===== config.mk =====
export PLATFORM = sky130hd
export DESIGN_NAME = dma_seq
export DESIGN_NICKNAME = d
export VERILOG_FILES = /design/src/rtl/dma_seq_pkg.sv /design/src/rtl/dma_seq_chan.sv /design/src/rtl/dma_seq_arb.sv /design/src/rtl/dma_seq.sv
export SDC_FILE = /design/constraint.sdc
export NUM_CORES = 1
export LEC_CHECK = 0
export BUFFER_PORTS_ARGS = -buffer_cell sky130_fd_sc_hd__buf_2
export CORE_UTILIZATION = 50
export DETAILED_ROUTE_END_ITERATION = 8
export GPL_TIMING_DRIVEN = 1
export PLACE_DENSITY = 0.67
export SLEW_MARGIN = 20
export SYNTH_ARGS = -nofsm -noshare
export SYNTH_HDL_FRONTEND = slang
export SYNTH_SLANG_ARGS = --single-unit

===== constraint.sdc =====
create_clock -name clk_i -period 7.2 [get_ports clk_i]
set_input_delay 0.36 -clock clk_i [delete_from_list [all_inputs] [get_ports clk_i]]
set_output_delay 0.36 -clock clk_i [all_outputs]
set_load 0.05 [all_outputs]

===== src/rtl/dma_seq_pkg.sv =====
package dma_seq_pkg;

  localparam logic [1:0] SEL_SRC  = 2'd0;
  localparam logic [1:0] SEL_DST  = 2'd1;
  localparam logic [1:0] SEL_CNT  = 2'd2;
  localparam logic [1:0] SEL_CTRL = 2'd3;

  typedef struct packed {
    logic       dst_inc;
    logic       src_inc;
    logic [1:0] size;
    logic       auto_req;
    logic       irq_en;
    logic       done;
    logic       en;
  } ctrl_t;

  function automatic logic [1:0] eff_size(input logic [1:0] sz);
    return (sz == 2'd3) ? 2'd2 : sz;
  endfunction

  function automatic logic [2:0] unit_bytes(input logic [1:0] sz);
    case (sz)
      2'd0:    return 3'd1;
      2'd1:    return 3'd2;
      default: return 3'd4;
    endcase
  endfunction

  function automatic logic addr_ok(input logic [1:0] lo, input logic [1:0] sz);
    case (sz)
      2'd0:    return 1'b1;
      2'd1:    return ~lo[0];
      default: return lo == 2'b00;
    endcase
  endfunction

endpackage


===== src/rtl/dma_seq_chan.sv =====
module dma_seq_chan
  import dma_seq_pkg::*;
#(
  parameter int AW = 32,
  parameter int CW = 16
) (
  input  logic          clk_i,
  input  logic          rst_ni,
  input  logic          wr_i,
  input  logic [1:0]    sel_i,
  input  logic [AW-1:0] wdata_i,
  input  logic          step_i,
  output logic [AW-1:0] src_o,
  output logic [AW-1:0] dst_o,
  output logic [CW-1:0] cnt_o,
  output ctrl_t         ctrl_o
);

  ctrl_t         ctrl_wr;
  logic [AW-1:0] stride;

  always_comb begin
    ctrl_wr      = ctrl_t'(wdata_i[7:0]);
    ctrl_wr.done = ctrl_o.done & wdata_i[1]; // sticky: only a 0 clears
    stride       = AW'(unit_bytes(ctrl_o.size));
  end

  always_ff @(posedge clk_i or negedge rst_ni) begin
    if (!rst_ni) begin
      src_o  <= '0;
      dst_o  <= '0;
      cnt_o  <= '0;
      ctrl_o <= '0;
    end else if (wr_i) begin
      case (sel_i)
        SEL_SRC:  src_o  <= wdata_i;
        SEL_DST:  dst_o  <= wdata_i;
        SEL_CNT:  cnt_o  <= wdata_i[CW-1:0];
        default:  ctrl_o <= ctrl_wr;
      endcase
    end else if (step_i) begin
      cnt_o <= cnt_o - 1'b1;
      if (ctrl_o.src_inc) src_o <= src_o + stride;
      if (ctrl_o.dst_inc) dst_o <= dst_o + stride;
      if (cnt_o == CW'(1)) ctrl_o.done <= 1'b1;
    end
  end

endmodule


===== src/rtl/dma_seq_arb.sv =====
module dma_seq_arb #(
  parameter int N   = 2,
  parameter int IW  = 1
) (
  input  logic [N-1:0]  req_i,
  output logic [N-1:0]  gnt_o,
  output logic [IW-1:0] idx_o,
  output logic          any_o
);

  always_comb begin
    gnt_o = '0;
    idx_o = '0;
    any_o = 1'b0;
    for (int i = N - 1; i >= 0; i--) begin
      if (req_i[i]) begin
        gnt_o = '0;
        gnt_o[i] = 1'b1;
        idx_o = IW'(i);
        any_o = 1'b1;
      end
    end
  end

endmodule


===== src/rtl/dma_seq.sv =====
module dma_seq
  import dma_seq_pkg::*;
#(
  parameter int N_CH = 2,
  parameter int AW   = 32,
  parameter int CW   = 16,
  localparam int CHW = (N_CH > 1) ? $clog2(N_CH) : 1
) (
  input  logic            clk_i,
  input  logic            rst_ni,
  input  logic            cfg_we_i,
  input  logic [CHW-1:0]  cfg_ch_i,
  input  logic [1:0]      cfg_sel_i,
  input  logic [AW-1:0]   cfg_wdata_i,
  output logic [AW-1:0]   cfg_rdata_o,
  input  logic            glb_we_i,
  input  logic [2:0]      glb_wdata_i,
  output logic [2:0]      glb_rdata_o,
  input  logic            nmi_i,
  input  logic [N_CH-1:0] req_i,
  output logic            bus_req_o,
  output logic [AW-1:0]   bus_src_o,
  output logic [AW-1:0]   bus_dst_o,
  output logic [1:0]      bus_size_o,
  output logic [CHW-1:0]  bus_ch_o,
  input  logic            bus_ack_i,
  output logic [N_CH-1:0] irq_o
);

  logic [AW-1:0]  src_a  [N_CH];
  logic [AW-1:0]  dst_a  [N_CH];
  logic [CW-1:0]  cnt_a  [N_CH];
  ctrl_t          ctrl_a [N_CH];
  logic [N_CH-1:0] elig, step, gnt;
  logic [CHW-1:0] gnt_idx, cur_ch_q;
  logic           gnt_any, busy_q, me_q, nmi_q, ae_q;
  logic           run_ok, abort_c, align_ok, misalign_c;
  ctrl_t          cur_ctrl;
  logic [CW-1:0]  cur_cnt;

  assign run_ok = me_q & ~nmi_q & ~ae_q;

  for (genvar g = 0; g < N_CH; g++) begin : g_ch
    dma_seq_chan #(.AW(AW), .CW(CW)) u_chan (
      .clk_i   (clk_i),
      .rst_ni  (rst_ni),
      .wr_i    (cfg_we_i && (cfg_ch_i == CHW'(g))),
      .sel_i   (cfg_sel_i),
      .wdata_i (cfg_wdata_i),
      .step_i  (step[g]),
      .src_o   (src_a[g]),
      .dst_o   (dst_a[g]),
      .cnt_o   (cnt_a[g]),
      .ctrl_o  (ctrl_a[g])
    );
    assign elig[g]  = run_ok & ctrl_a[g].en & ~ctrl_a[g].done & (cnt_a[g] != '0)
                    & (ctrl_a[g].auto_req | req_i[g]);
    assign step[g]  = bus_req_o & bus_ack_i & (cur_ch_q == CHW'(g));
    assign irq_o[g] = ctrl_a[g].done & ctrl_a[g].irq_en;
  end

  dma_seq_arb #(.N(N_CH), .IW(CHW)) u_arb (
    .req_i (elig),
    .gnt_o (gnt),
    .idx_o (gnt_idx),
    .any_o (gnt_any)
  );

  // alignment is judged before the unit reaches the bus
  assign align_ok   = addr_ok(src_a[gnt_idx][1:0], ctrl_a[gnt_idx].size)
                    & addr_ok(dst_a[gnt_idx][1:0], ctrl_a[gnt_idx].size);
  assign misalign_c = ~busy_q & gnt_any & ~align_ok;

  assign cur_ctrl = ctrl_a[cur_ch_q];
  assign cur_cnt  = cnt_a[cur_ch_q];
  assign abort_c  = ~run_ok | ~cur_ctrl.en;

  always_ff @(posedge clk_i or negedge rst_ni) begin
    if (!rst_ni) begin
      me_q  <= 1'b0;
      nmi_q <= 1'b0;
      ae_q  <= 1'b0;
    end else begin
      if (glb_we_i) me_q <= glb_wdata_i[0];
      nmi_q <= nmi_i | (nmi_q & ~(glb_we_i & ~glb_wdata_i[1]));
      ae_q  <= misalign_c | (ae_q & ~(glb_we_i & ~glb_wdata_i[2]));
    end
  end

  always_ff @(posedge clk_i or negedge rst_ni) begin
    if (!rst_ni) begin
      busy_q   <= 1'b0;
      cur_ch_q <= '0;
    end else if (!busy_q) begin
      if (gnt_any && align_ok) begin
        busy_q   <= 1'b1;
        cur_ch_q <= gnt_idx;
      end
    end else if (abort_c || bus_ack_i) begin
      busy_q <= 1'b0;
    end
  end

  assign bus_req_o  = busy_q & ~abort_c;
  assign bus_src_o  = src_a[cur_ch_q];
  assign bus_dst_o  = dst_a[cur_ch_q];
  assign bus_size_o = eff_size(cur_ctrl.size);
  assign bus_ch_o   = cur_ch_q;

  always_comb begin
    case (cfg_sel_i)
      SEL_SRC: cfg_rdata_o = src_a[cfg_ch_i];
      SEL_DST: cfg_rdata_o = dst_a[cfg_ch_i];
      SEL_CNT: cfg_rdata_o = AW'(cnt_a[cfg_ch_i]);
      default: cfg_rdata_o = AW'(ctrl_a[cfg_ch_i]);
    endcase
  end

  assign glb_rdata_o = {ae_q, nmi_q, me_q};

  assert_count_step_R5: assert property (@(posedge clk_i) disable iff (!rst_ni)
    (bus_req_o && bus_ack_i) |=> (cur_cnt == $past(cur_cnt) - 1'b1));

  assert_last_unit_done_R6: assert property (@(posedge clk_i) disable iff (!rst_ni)
    (bus_req_o && bus_ack_i && cur_cnt == CW'(1)) |=> cur_ctrl.done);

  assert_bus_aligned_R7: assert property (@(posedge clk_i) disable iff (!rst_ni)
    bus_req_o |-> (addr_ok(bus_src_o[1:0], bus_size_o) && addr_ok(bus_dst_o[1:0], bus_size_o)));

  assert_nmi_halts_R8: assert property (@(posedge clk_i) disable iff (!rst_ni)
    nmi_i |=> !bus_req_o);

  assert_low_channel_first_R9: assert property (@(posedge clk_i) disable iff (!rst_ni)
    (!busy_q && elig[0]) |=> ((busy_q && cur_ch_q == '0) || ae_q));

  assert_one_grant_R9: assert property (@(posedge clk_i) disable iff (!rst_ni)
    $onehot0(gnt) && (gnt_any == (elig != '0)));

endmodule


==> qor.csv, run 1 <==
metric;value;unit
outcome;complete, but fails checks;
violations;hold timing;
hold_violations;8;
clockBufferDepth;2;
wl_met2;23100;um
multiInputGateArea;8440;um^2
first_iter_violations;1828;
fp.dieArea;27800;um^2
clk_latency;0.45;ns
arrival;3.70;ns
dieHeight;167;um
netlist_area;13600;um^2
cts_hold_buf;0;
swShare;50.4;%
slew_viol_final;0;
p_int;0.00259;W
fin_crit;3.37;ns
synthFlopType;dfrtp_1;
rows;59;
initial_core_util;51.5;%
power.share.clock;18.5;%
p_leak;6.04;nW
met3_length;4710;um
crit_type;flip-flop to flip-flop;
diodes;0;
die_x;167;um
final_common_cell;dfrtp_1;
cts_setup_buffers;0;
dpl.hpwl;37800;um
fillCellCount;2427;
min_period_over_period;46.8;%
synth.avg_cell_area;8.65;um^2
crit_path_start_kind;flip-flop;
grt_pass1_wl;78500;um
synthCells;1569;
fmax;296;MHz
viasPerCell;7.09;
setup_ws;3.83;ns
synth_cell_types;76;
grt_max_degree;90;
p_switching;0.00263;W
cts_tree;done;
max_stage_delay;0.72;ns
final_cell_mix;dfrtp_1 (180), a21oi_1 (164), buf_2 (149);
core_area;26400;um^2
wl_met1;20200;um
seqPwrFrac;34.4;%
fin_setup_tns;0;ns
num_vias;14033;
pwr-share-comb;47.0;%
grt_overflow_total;0;
cts_buffers;17;
drive_gt1_share;21.1;%
firstDrtPassIters;6;
drc;0;
io_pins;151;
synth_edf_count;0;
cp_slowest_cell;dfrtp_4;
clkSlewWorstSetupHoldPaths;0.08;ns
cp_max_fo;44;
wl;51400;um
syn2layout_area_growth;10.7;%
grt_pass1_vias;12892;
critPathCaptureType;flip-flop;
routabilityCongestion;1.00;
grt_usage;37.1;%
cts_root_buffer;clkbuf_16;
skew;0.0151;ns
cp_top_family;buffers and inverters;
nets;1700;
cp_num_buf_inv;2;
htreeDepth;4;
grt_setup_unrepaired;false;
highest_layer;met4;
synth_seq_cells;181;
regArea;4530;um^2
powerDensity;347;nW/um^2
maxCapViolCount;0;
slew_headroom;23.3;%
syn-num-nets;1637;
wl_per_cell;25.9;um
yosysWarnings;0;
crit_path_cell_trace;buf_4 > nand3_1 > nor3_1 > a22o_1 > buf_4 > o21ai_0 > a22o_1;
peakVddDrop;0.000325;V
antenna_found_initial;0;
synthArstFlopShare;100;%
ys_seq_area_share;33.4;%
critPathRequiredTime;7.53;ns
holdCritPathClass;input pin to async pin;
hold_slack;-0.0410;ns
ant_nets;0;
place_ws;3.73;ns
worst_pin_slew;1.14;ns
port_buffers;150;
post_cts_resized;0;
cts_sinks;181;
setup_violations;0;
==> final timing paths <==
check / from / endpoint / slack (ns) / cells after the start
worst max-delay path: bus_ch_o / g_ch[1].u_chan.src_o[5] / 3.83 / 7
worst min-delay path: rst_ni / g_ch[1].u_chan.dst_o[22] / -0.04 / 1
worst max register to register: bus_ch_o / g_ch[1].u_chan.src_o[5] / 3.83 / 7
worst min register to register: g_ch[1].u_chan.cnt_o[7] / g_ch[1].u_chan.cnt_o[7] / 0.53 / 1
max in group asynchronous: rst_ni / g_ch[0].u_chan.ctrl_o[6] / 5.43 / 3
min in group clk_i: nmi_i / nmi_q / 0.10 / 2
==> worst register-to-register path, delay by kind of cell (launching register included) <==
family / cells / cell delay [ns]
simple gates: 2 / 0.88
buf+inv: 2 / 0.99
compound gates: 3 / 0.67
flops: 1 / 0.72
==> sequential cells by signal (all words and copies together), names as in the netlist <==
| register | flops |
|---|---|
| g_ch.u_chan.dst_o | 64 |
| me_q | 1 |
| busy_q | 1 |
| nmi_q | 1 |
| g_ch.u_chan.src_o | 64 |
| g_ch.u_chan.cnt_o | 32 |
| ae_q | 1 |
| bus_ch_o | 1 |
| g_ch.u_chan.ctrl_o | 16 |
==> metal layers <==
metal	global-route usage (%)	up-vias
met5	0	-
met4	20.6	0
met3	6.80	186
met2	58.3	918
met1	48.6	6759
li1	-	6170
==> cell usage after synthesis, types with 8 or more instances <==
| cell | n | share of area [%] |
|---|---|---|
| nor3_1 | 36 | 1.3 |
| a22oi_1 | 13 | 0.72 |
| a21o_1 | 8 | 0.44 |
| o2bb2ai_1 | 8 | 0.52 |
| buf_2 | 29 | 1.1 |
| o31ai_1 | 16 | 0.88 |
| a21oi_1 | 164 | 6.0 |
| and3_1 | 30 | 1.4 |
| nand2_1 | 122 | 3.4 |
| a311oi_1 | 13 | 0.84 |
| clkbuf_1 | 85 | 2.4 |
| a2bb2oi_1 | 13 | 0.84 |
| mux2_2 | 85 | 7.1 |
| and4_1 | 11 | 0.71 |
| nor2_1 | 120 | 3.3 |
| a211oi_1 | 27 | 1.5 |
| or3_1 | 15 | 0.69 |
| o22ai_1 | 43 | 2.0 |
| nand3_1 | 53 | 2.0 |
| a31oi_1 | 15 | 0.69 |
| o22a_1 | 22 | 1.4 |
| nor2b_1 | 23 | 1.1 |
| mux4_2 | 32 | 5.3 |
| nand4_1 | 25 | 1.2 |
| o311ai_0 | 12 | 0.77 |
| and2_1 | 18 | 0.83 |
| inv_1 | 35 | 0.97 |
| or4_1 | 13 | 0.72 |
| nor4_1 | 19 | 0.88 |
| ha_1 | 18 | 1.7 |
| dfrtp_1 | 181 | 33 |
| buf_1 | 10 | 0.28 |
| nand2b_1 | 11 | 0.51 |
| mux2i_1 | 16 | 1.2 |
| a22o_1 | 13 | 0.84 |
| o21ai_0 | 106 | 3.9 |
==> layout make-up <==
cell class	instances	area share (%)
timing repair buffer	171	6.11
sequential	181	30.2
clock inverter	12	0.958
tap	335	2.79
clock buffer	20	2.91
multi-input combinational	1226	56.2
inverter	35	0.875
==> per-stage QoR <==
| stage | cell area, um^2 | utilization, % | power (W) | instances |
|---|---|---|---|---|
| 3_3_place_gp | 14400 | 54.8 | 0.00417 | 1948 |
| 3_5_place_dp | 14400 | 54.8 | 0.00420 | 1948 |
| 4_1_cts | 15000 | 57.0 | 0.00517 | 1980 |
| 2_1_floorplan | 13600 | - | 0.00345 | 1569 |
| 6_report | 15000 | 57.0 | 0.00522 | 1980 |
| 5_1_grt | 15000 | 57.0 | 0.00543 | 1980 |
==> power by group through the flow <==
stage / clock network, W / registers (W) / logic, W
2_1_floorplan: 0 / 0.00152 / 0.00193
3_3_place_gp: 0 / 0.00178 / 0.00238
3_5_place_dp: 0 / 0.00179 / 0.00241
4_1_cts: 0.000971 / 0.00177 / 0.00242
5_1_grt: 0.00101 / 0.00182 / 0.00260
6_report: 0.000968 / 0.00180 / 0.00245
==> logic make-up after synthesis <==
family,count (synthesis),share of synthesized area [%]
compound gates,544,26.2
fa+ha+maj,22,2.25
buf+inv,162,4.83
flops,181,33.4
mux,133,13.5
simple gates,527,19.8
Note: power is estimated with default switching activity, not from simulation.
==> inputs of run 2 (changes only) <==
==> constraint.sdc (replaced) <==
create_clock -name clk_i -period 3.3 [get_ports clk_i]
set_input_delay 0.165 -clock clk_i [delete_from_list [all_inputs] [get_ports clk_i]]
set_output_delay 0.165 -clock clk_i [all_outputs]
set_load 0.05 [all_outputs]
==> qor.csv, run 2 (synthesis gave the netlist of run 1 again) <==
metric;value;unit;change
outcome;completed;;
viasPerCell;7.05;;-0.47%
clkSlewWorstSetupHoldPaths;0.08;ns;about the same
max_stage_delay;0.46;ns;-0.26 ns
wl_per_cell;26.0;um;+0.17%
hold_violations;0;;-8
slew_headroom;29.1;%;+5.8 points
skew;0.0116;ns;-0.00350 ns
firstDrtPassIters;6;;unchanged
drive_gt1_share;22.0;%;+0.92 points
grt_max_degree;72;;-20%
dieHeight;167;um;unchanged
final_cell_mix;dfrtp_1 (180), a21oi_1 (164), buf_2 (149);;
fin_setup_tns;0;ns;unchanged
holdCritPathClass;input pin to flip-flop;;
cp_max_fo;8;;-82%
cts_root_buffer;clkbuf_16;;
dpl.hpwl;38300;um;+1.3%
wl;52000;um;+1.3%
syn2layout_area_growth;12.6;%;
critPathCaptureType;flip-flop;;
reg2reg_slack;0.28;ns;-3.55 ns
drc;0;;unchanged
clockBufferDepth;2;;unchanged
regArea;4530;um^2;unchanged
grt_usage;37.8;%;+0.71 points
clk_latency;0.45;ns;about the same
place_ws;0.319;ns;-3.41 ns
powerDensity;758;nW/um^2;+120%
critPathRequiredTime;3.65;ns;-3.88 ns
first_iter_violations;2106;;+15%
arrival;3.38;ns;-0.32 ns
cts_sinks;181;;unchanged
worst_pin_slew;1.06;ns;-0.0748 ns
cts_setup_buffers;0;;unchanged
fmax;331;MHz;+12%
grt_setup_unrepaired;false;;
cts_buffers;17;;unchanged
finalPower;0.0116;W;+120%
slew_viol_final;0;;unchanged
nets;1722;;+1.3%
grt_pass1_vias;12997;;+0.81%
multiInputGateArea;8450;um^2;about the same
diodes;0;;unchanged
setup_ws;0.278;ns;-3.55 ns
cts_tree;done;;
grt_overflow_total;0;;unchanged
num_vias;14122;;+0.63%
peakVddDrop;0.00100;V;+210%
grt_pass1_wl;80100;um;+2.0%
crit_path_cell_trace;nor2_1 > ha_1 > inv_1 > fa_1 > nor2b_1 > o21ai_0 > nor4_1 > o32ai_1 > a211oi_1;;
cp_slowest_cell;dfrtp_1;;
routabilityCongestion;0.983;;-1.8%
fp.dieArea;27800;um^2;unchanged
p_leak;6.18;nW;+2.3%
port_buffers;150;;unchanged
htreeDepth;4;;unchanged
fillCellCount;2376;;-2.1%
maxCapViolCount;0;;unchanged
final_common_cell;dfrtp_1;;
setup_violations;0;;unchanged
die_x;167;um;unchanged
antenna_found_initial;1;;+1
ant_nets;0;;unchanged
initial_core_util;51.5;%;unchanged
crit_type;flip-flop to flip-flop;;
io_pins;151;;unchanged
rows;59;;unchanged
fin_crit;3.02;ns;-0.351 ns
crit_path_start_kind;flip-flop;;
min_period_over_period;91.6;%;+45 points
top_regs;g_ch.u_chan.dst_o: 64 flops, g_ch.u_chan.src_o: 64 flops, g_ch.u_chan.cnt_o: 32 flops;;
core_area;26400;um^2;unchanged
run 2: cell types whose count changed in the layout (fill, tap and decap cells not counted), sizes merged:
| cell | before | now |
|---|---|---|
| inv | 39 | 43 |
| dlygate4sd3 | 0 | 4 |
| clkinvlp | 3 | 2 |
| clkbuf | 21 | 19 |
| buf | 170 | 188 |
| clkinv | 3 | 2 |
run 2: layout make-up:
| type | instances | area share (%) |
|---|---|---|
| Clock inverter | 14 | 1.18 |
| Tap cell | 335 | 2.74 |
| Inverter | 35 | 0.860 |
| Sequential cell | 181 | 29.7 |
| Multi-Input combinational cell | 1226 | 55.3 |
| Clock buffer | 18 | 2.87 |
| Timing Repair Buffer | 193 | 7.39 |
run 2: worst paths after layout:
| path | cells past startpoint | start | endpoint |
|---|---|---|---|
| min | 2 | glb_we_i | me_q |
| min in group asynchronous | 2 | rst_ni | g_ch[1].u_chan.dst_o[24] |
| max reg2reg | 9 | g_ch[0].u_chan.ctrl_o[5] | g_ch[0].u_chan.dst_o[26] |
| min reg2reg | 1 | g_ch[1].u_chan.cnt_o[7] | g_ch[1].u_chan.cnt_o[7] |
| max | 9 | g_ch[0].u_chan.ctrl_o[5] | g_ch[0].u_chan.dst_o[26] |
| max in group asynchronous | 3 | rst_ni | g_ch[0].u_chan.dst_o[16] |
run 2: report_power, final:
part,internal (W),leakage (nW),switching (W)
clock network,0.00118,0.299,0.00107
logic,0.00178,3.70,0.00372
registers,0.00276,2.19,0.00107
run 2: layer usage:
metal / routed length [um] / track usage [%]
met1: 20200 / 50.5
met2: 22800 / 57.9
met3: 5340 / 6.44
met4: 3710 / 22.4
met5: 13 / 0
run 2: through the flow:
step           instances  utilization [%]  hold WS [ns]  area, um^2
3_3_place_gp        1966             55.4         0.131       14600
3_5_place_dp        1966             55.4         0.129       14600
6_report            2002             58.0      0.000832       15300
5_1_grt             2002             58.0       0.00502       15300
2_1_floorplan       1569                -        -0.131       13600
4_1_cts             2002             57.9       0.00263       15300
run 2: critical path, delay by kind of cell, from the launching register on:
family          cells  cell delay [ns]
compound gates      3             0.79
fa+ha+maj           2             0.67
buf+inv             1             0.07
flops               1             0.46
simple gates        3             0.96
run 2: what timing repair did:
action                                  in CTS  in global routing
hold buffers                                 4                  0
hold endpoints to repair                    42                  0
endpoints found under the setup margin       0                  1
resized for setup                            0                  1
